$ cat config.mk
export PLATFORM = sky130hd
export DESIGN_NAME = nixie_frame_serializer
export DESIGN_NICKNAME = d
export VERILOG_FILES = /design/src/rtl/nixie_pkg.sv /design/src/rtl/nixie_frame_enc.sv /design/src/rtl/nixie_sclk_gen.sv /design/src/rtl/nixie_shifter.sv /design/src/rtl/nixie_frame_serializer.sv
export SDC_FILE = /design/constraint.sdc
export NUM_CORES = 1
export LEC_CHECK = 0
export BUFFER_PORTS_ARGS = -buffer_cell sky130_fd_sc_hd__buf_2
export CAP_MARGIN = 15
export CORE_ASPECT_RATIO = 1.5
export CORE_MARGIN = 3
export CORE_UTILIZATION = 45
export DETAILED_ROUTE_END_ITERATION = 7
export MAX_ROUTING_LAYER = met4
export PLACE_DENSITY_LB_ADDON = 0.1
export REMOVE_ABC_BUFFERS = 1
export SETUP_SLACK_MARGIN = 0.3
export SLEW_MARGIN = 20
export SYNTH_ARGS = -nofsm -noshare
export SYNTH_HDL_FRONTEND = slang
export SYNTH_SLANG_ARGS = --single-unit
$ cat constraint.sdc
create_clock -name clk -period 2.15 [get_ports clk]
set_input_delay 0.43 -clock clk [delete_from_list [all_inputs] [get_ports clk]]
set_output_delay 0.43 -clock clk [all_outputs]
set_load 0.005 [all_outputs]
$ cat src/rtl/nixie_pkg.sv
package nixie_pkg;

    localparam int CODE_W     = 4;
    localparam int CATHODES   = 10;
    localparam logic [CODE_W-1:0] BLANK_CODE = 4'd10;

    typedef enum logic [1:0] {
        SER_IDLE  = 2'd0,
        SER_SHIFT = 2'd1,
        SER_LATCH = 2'd2
    } ser_state_e;

    // One-hot cathode field for one tube: 0 at the top bit, n at bit n-1,
    // blank clears the field, out-of-range codes fall back to 0.
    function automatic logic [CATHODES-1:0] cathode_field(input logic [CODE_W-1:0] code);
        logic [CATHODES-1:0] fld;
        fld = '0;
        if (code == BLANK_CODE) begin
            fld = '0;
        end else if ((code == '0) || (code > CODE_W'(CATHODES-1))) begin
            fld[CATHODES-1] = 1'b1;
        end else begin
            fld = CATHODES'(1) << (code - CODE_W'(1));
        end
        return fld;
    endfunction

endpackage

$ cat src/rtl/nixie_frame_enc.sv
module nixie_frame_enc
    import nixie_pkg::*;
#(
    parameter int NUM_TUBES = 4
) (
    input  logic [NUM_TUBES*CODE_W-1:0]   digits,
    output logic [NUM_TUBES*CATHODES-1:0] frame,
    output logic [NUM_TUBES-1:0]          tube_on
);
    localparam int FRAME_W = NUM_TUBES * CATHODES;

    for (genvar g = 0; g < NUM_TUBES; g++) begin : g_tube
        logic [CODE_W-1:0] code;
        assign code = digits[g*CODE_W +: CODE_W];
        assign frame[FRAME_W-1-g*CATHODES -: CATHODES] = cathode_field(code);
        assign tube_on[g] = (code != BLANK_CODE);
    end

endmodule

$ cat src/rtl/nixie_sclk_gen.sv
module nixie_sclk_gen #(
    parameter int CLK_DIV = 16
) (
    input  logic clk,
    input  logic rst,
    input  logic run,
    input  logic gate,
    output logic sclk,
    output logic period_end
);
    localparam int PH_W = (CLK_DIV > 2) ? $clog2(CLK_DIV) : 1;
    localparam logic [PH_W-1:0] PH_LAST = PH_W'(CLK_DIV - 1);
    localparam logic [PH_W-1:0] PH_HALF = PH_W'(CLK_DIV / 2);

    logic [PH_W-1:0] phase;

    always_ff @(posedge clk) begin
        if (rst || !run) begin
            phase <= '0;
        end else if (phase == PH_LAST) begin
            phase <= '0;
        end else begin
            phase <= phase + PH_W'(1);
        end
    end

    assign sclk       = run && gate && (phase >= PH_HALF);
    assign period_end = run && (phase == PH_LAST);

    AST_SCLK_IDLE_LOW: assert property (@(posedge clk) disable iff (rst)
        !run |-> !sclk) else $error("serial clock active while stopped");

endmodule

$ cat src/rtl/nixie_shifter.sv
module nixie_shifter
    import nixie_pkg::*;
#(
    parameter int NUM_TUBES = 4
) (
    input  logic                          clk,
    input  logic                          rst,
    input  logic                          load,
    input  logic [NUM_TUBES*CATHODES-1:0] frame_in,
    input  logic [NUM_TUBES-1:0]          tube_on_in,
    input  logic                          period_end,
    output logic                          run,
    output logic                          shifting,
    output logic                          sdo,
    output logic                          latch,
    output logic                          busy,
    output logic [NUM_TUBES-1:0]          tube_en
);
    localparam int FRAME_W = NUM_TUBES * CATHODES;
    localparam int CNT_W   = $clog2(FRAME_W);
    localparam logic [CNT_W-1:0] LAST_BIT = CNT_W'(FRAME_W - 1);

    ser_state_e           state;
    logic [FRAME_W-1:0]   shreg;
    logic [CNT_W-1:0]     bit_cnt;
    logic [NUM_TUBES-1:0] pend_en;

    always_ff @(posedge clk) begin
        if (rst) begin
            state   <= SER_IDLE;
            shreg   <= '0;
            bit_cnt <= '0;
            pend_en <= '0;
            tube_en <= '0;
        end else begin
            unique case (state)
                SER_IDLE: begin
                    if (load) begin
                        shreg   <= frame_in;
                        pend_en <= tube_on_in;
                        bit_cnt <= '0;
                        state   <= SER_SHIFT;
                    end
                end
                SER_SHIFT: begin
                    if (period_end) begin
                        shreg <= {shreg[FRAME_W-2:0], 1'b0};
                        if (bit_cnt == LAST_BIT) begin
                            state   <= SER_LATCH;
                            tube_en <= pend_en;
                        end else begin
                            bit_cnt <= bit_cnt + CNT_W'(1);
                        end
                    end
                end
                SER_LATCH: begin
                    if (period_end) begin
                        state <= SER_IDLE;
                    end
                end
                default: state <= SER_IDLE;
            endcase
        end
    end

    assign shifting = (state == SER_SHIFT);
    assign latch    = (state == SER_LATCH);
    assign run      = shifting || latch;
    assign busy     = run;
    assign sdo      = shreg[FRAME_W-1];

    AST_EN_ONLY_AT_LATCH: assert property (@(posedge clk) disable iff (rst)
        !$stable(tube_en) |-> $rose(latch)) else $error("enables moved outside latch");
    AST_LOAD_WHILE_SHIFT: assert property (@(posedge clk) disable iff (rst)
        (shifting && load) |=> busy) else $error("load broke a frame");

endmodule

$ cat src/rtl/nixie_frame_serializer.sv
module nixie_frame_serializer
    import nixie_pkg::*;
#(
    parameter int NUM_TUBES = 4,
    parameter int CLK_DIV   = 16
) (
    input  logic                        clk,
    input  logic                        rst,
    input  logic                        load_i,
    input  logic [NUM_TUBES*CODE_W-1:0] digits_i,
    output logic                        sclk_o,
    output logic                        sdo_o,
    output logic                        latch_o,
    output logic [NUM_TUBES-1:0]        tube_en_o,
    output logic                        busy_o
);
    localparam int FRAME_W = NUM_TUBES * CATHODES;

    logic [FRAME_W-1:0]   enc_frame;
    logic [NUM_TUBES-1:0] enc_on;
    logic                 run, shifting, period_end;

    nixie_frame_enc #(.NUM_TUBES(NUM_TUBES)) u_enc (
        .digits  (digits_i),
        .frame   (enc_frame),
        .tube_on (enc_on)
    );

    nixie_sclk_gen #(.CLK_DIV(CLK_DIV)) u_sclk (
        .clk        (clk),
        .rst        (rst),
        .run        (run),
        .gate       (shifting),
        .sclk       (sclk_o),
        .period_end (period_end)
    );

    nixie_shifter #(.NUM_TUBES(NUM_TUBES)) u_shift (
        .clk        (clk),
        .rst        (rst),
        .load       (load_i),
        .frame_in   (enc_frame),
        .tube_on_in (enc_on),
        .period_end (period_end),
        .run        (run),
        .shifting   (shifting),
        .sdo        (sdo_o),
        .latch      (latch_o),
        .busy       (busy_o),
        .tube_en    (tube_en_o)
    );

    AST_SDO_STABLE_HIGH: assert property (@(posedge clk) disable iff (rst)
        (sclk_o && $past(sclk_o)) |-> $stable(sdo_o)) else $error("data moved with clock high");
    AST_LATCH_NO_SCLK: assert property (@(posedge clk) disable iff (rst)
        latch_o |-> !sclk_o) else $error("clock during latch");
    AST_LOAD_STARTS: assert property (@(posedge clk) disable iff (rst)
        (!busy_o && load_i) |=> busy_o) else $error("idle load not taken");

endmodule

==> impl_metrics.env <==
export IMPL_status="finished clean"
export IMPL_insertion_delay_ps=330
export IMPL_p_per_area_nw_per_um2=1080
export IMPL_fp_coreArea_um2=6530
export IMPL_cts_max_level=3
export IMPL_vias=2784
export IMPL_required_ps=2350
export IMPL_cts_buffers=9
export IMPL_antenna_found_initial=0
export IMPL_path_buf_inv=2
export IMPL_finalPower_uw=4030
export IMPL_fin_nets=423
export IMPL_synthArstFlopShare_pct=0
export IMPL_skew_ps=8.71
export IMPL_hold_class="flip-flop to flip-flop"
export IMPL_holdPathEnd="u_shift.shreg[39]$_SDFFE_PP0P_"
export IMPL_crit_type="flip-flop to flip-flop"
export IMPL_grtUsageMet1_pct=23.7
export IMPL_top_usage_layer="met2"
export IMPL_path_cells="inv_4 > ha_4 > and3b_1 > a221o_2 > buf_4 > o311ai_4 > o41ai_2"
export IMPL_port_buffers=26
export IMPL_first_pass_iters=4
export IMPL_fillers=598
export IMPL_worstReg2RegStart="u_shift.state[1]$_SDFFE_PP0P_"
export IMPL_slowest_delay_ps=390
export IMPL_hold_path_depth=2
export IMPL_wl_um=7760
export IMPL_dp_hpwl_um=4470
export IMPL_drc_errors=0
export IMPL_synth_edff_count=0
export IMPL_grt_max_degree=66
export IMPL_maxSlewHeadroom_pct=53.0
export IMPL_use_met3_pct=3.69
export IMPL_ys_ff_latch=60
export IMPL_syn_area_per_cell_um2=8.30
export IMPL_slew_violations=0
export IMPL_drv_cap=0
export IMPL_crit_slowest_cell="a221o_2"
export IMPL_initial_utilization_pct=46.4
export IMPL_grt_overflow_total=0
export IMPL_reg2reg_slack_ps=260
export IMPL_drtIter0Drc=189
export IMPL_drive_gt1_share_pct=23.1
export IMPL_dieWidth_um=73.0
export IMPL_rr_endpoint="u_shift.bit_cnt[3]$_SDFFE_PP0P_"
export IMPL_clockBufferDepth=2
export IMPL_io_pin_count=27
export IMPL_synth_cell_type_count=46
export IMPL_route_antenna_remaining_nets=0
export IMPL_cp_max_fo=5
export IMPL_syn_to_final_growth_pct=23.8
export IMPL_whs_ps=454
export IMPL_hp_start="u_shift.shreg[39]$_SDFFE_PP0P_"
export IMPL_yosysWarnings=0
export IMPL_cpLargestDelayFamily="compound AO/OA/AOI/OAI gates"
export IMPL_rsz0062_at_grt="true"
export IMPL_grt_pass1_wl_um=12200
export IMPL_synthCells=365
export IMPL_cp_end_kind="flip-flop"
export IMPL_post_route_period_util_pct=87.8
export IMPL_seq_area_frac_synth_pct=39.7
export IMPL_fin_crit_ps=1890
export IMPL_routabilityCongestion=0.803
export IMPL_synth_ff_type="dfxtp_1"
export IMPL_insertedDiodeCount=0
export IMPL_worst_path_stages=7
export IMPL_hold_viol_final=0
export IMPL_irDropWorstVdd_mv=0.577
export IMPL_start_kind="flip-flop"
export IMPL_p_leak_uw=0.00141
export IMPL_cts_tree="yes"
export IMPL_die_area_um2=7770
export IMPL_grtUsageTotal_pct=19.9
export IMPL_tightest_slew_ps=705
export IMPL_reg2reg_depth=7
export IMPL_clkSinkCount=60
export IMPL_clk_pin_slew_ps=70
export IMPL_root_buffer="clkbuf_8"
export IMPL_avgRoutedWirePerCell_um=16.3
export IMPL_use_met2_pct=33.0
export IMPL_grt_pass1_vias=2724
export IMPL_row_count=36
export IMPL_vias_per_cell=5.86
export IMPL_setup_viol=0
export IMPL_die_y_um=106
export IMPL_arrival_ps=2090
export IMPL_netlist_area_um2=3030
export IMPL_fmax_mhz=530
[what timing repair did]
item | 4_1_cts | 5_1_grt
setup buffers | 2 | 1
cloned | 0 | 4
hold buffers | 0 | 0
pin swaps | 4 | 2
resized for setup | 12 | 28
endpoints found under the setup margin | 51 | 37
[state kept, by name, summed over array words and instances (netlist names)]
register / count
u_shift.tube_en: 4
u_shift.shreg: 40
u_shift.pend_en: 4
u_sclk.phase: 4
u_shift.state: 2
u_shift.bit_cnt: 6
[worst max-delay path by stage]
stage	start	endpoint	slack, ps
CTS	u_shift.state[0]$_SDFFE_PP0P_	u_shift.bit_cnt[0]$_SDFFE_PP0P_	270
detailed placement	u_shift.state[0]$_SDFFE_PP0P_	u_shift.bit_cnt[5]$_SDFFE_PP0P_	70
floorplan	u_shift.state[1]$_SDFFE_PP0P_	u_shift.shreg[29]$_SDFFE_PP0P_	-2260
global route	u_shift.state[1]$_SDFFE_PP0P_	u_shift.bit_cnt[3]$_SDFFE_PP0P_	200
global placement	u_shift.state[0]$_SDFFE_PP0P_	u_shift.bit_cnt[5]$_SDFFE_PP0P_	110
finish	u_shift.state[1]$_SDFFE_PP0P_	u_shift.bit_cnt[3]$_SDFFE_PP0P_	260
[routing by layer]
metal / wire length [um] / up-vias
met1: 3360 / 1309
met5: 0 / -
met2: 3990 / 52
met4: 114 / 0
met3: 296 / 10
li1: - / 1413
[tightest hold or removal path, delay by kind of cell, from the launching register on]
kind | cells | cell delay [ps]
compound gates | 1 | 50
simple gates | 1 | 50
flops | 1 | 310
[report_power, final]
| part | switching [uW] | internal (uW) |
|---|---|---|
| logic | 939 | 773 |
| registers | 144 | 1360 |
| clock network | 414 | 407 |
| total | 1500 | 2540 |
[cells by family (layout without fill, tap and decap cells)]
family	Yosys count	in the layout	synth area share, %
AND/OR/NAND/NOR	181	181	31.3
AO/OA/AOI/OAI	70	70	17.2
flip-flops	60	60	39.7
buffers and inverters	34	68	4.50
adder cells (fa/ha/maj)	9	9	3.72
multiplexers	9	9	3.02
XOR/XNOR	2	2	0.579
[cell usage in the layout (no fill, tap or decap), types with 2 or more instances in the layout]
master,instances
a211oi_1,19
or3_1,2
a21oi_1,11
buf_6,3
buf_2,26
and3b_1,3
ha_4,2
a21o_1,2
dfxtp_1,58
a211oi_2,11
ha_1,5
o311ai_0,2
a221oi_1,4
clkbuf_16,3
nor2_1,50
clkbuf_8,9
nand3_1,3
buf_12,3
ha_2,2
clkbuf_1,3
o31ai_1,2
inv_1,8
a221oi_2,3
nand2_1,13
clkinv_2,3
nor2b_1,7
nor4_1,20
mux2i_1,8
nand2b_1,19
nor3_1,54
buf_4,7
[synth_stat cells, types with 2 or more instances]
master	count	share of area (%)
a211oi_1	30	7.4
a21o_1	2	0.50
a21oi_1	12	2.0
a221oi_1	8	2.3
and3b_1	3	0.87
buf_1	2	0.25
clkbuf_1	20	2.5
dfxtp_1	60	40
ha_1	9	3.7
inv_1	10	1.2
mux2i_1	8	2.6
nand2_1	13	1.6
nand2b_1	19	3.9
nand3_1	3	0.50
nor2_1	50	6.2
nor2b_1	7	1.4
nor3_1	54	8.9
nor4_1	20	4.1
nor4b_1	3	0.87
o311ai_0	4	1.2
o31ai_1	2	0.50
or3_1	2	0.41
[cell type report]
| type | instances | area, um^2 | area share, % |
|---|---|---|---|
| Multi-Input combinational cell | 271 | 1880 | 50.1 |
| Sequential cell | 60 | 1210 | 32.2 |
| Timing Repair Buffer | 43 | 379 | 10.1 |
| Clock buffer | 12 | 135 | 3.60 |
| Tap cell | 76 | 95.1 | 2.54 |
| Inverter | 10 | 40.0 | 1.07 |
| Clock inverter | 3 | 15.0 | 0.400 |
[metrics by stage]
stage / TNS [ps] / util [%] / cells / instance area, um^2 / setup WS (ps)
2_1_floorplan: -88470 / - / 341 / 2930 / -2260
3_3_place_gp: 0 / 50.3 / 453 / 3290 / 115
3_5_place_dp: 0 / 50.3 / 453 / 3290 / 70.9
4_1_cts: 0 / 53.5 / 470 / 3490 / 274
5_1_grt: 0 / 57.4 / 475 / 3750 / 202
6_report: 0 / 57.4 / 475 / 3750 / 262
Power figures use the tool's default switching activity.
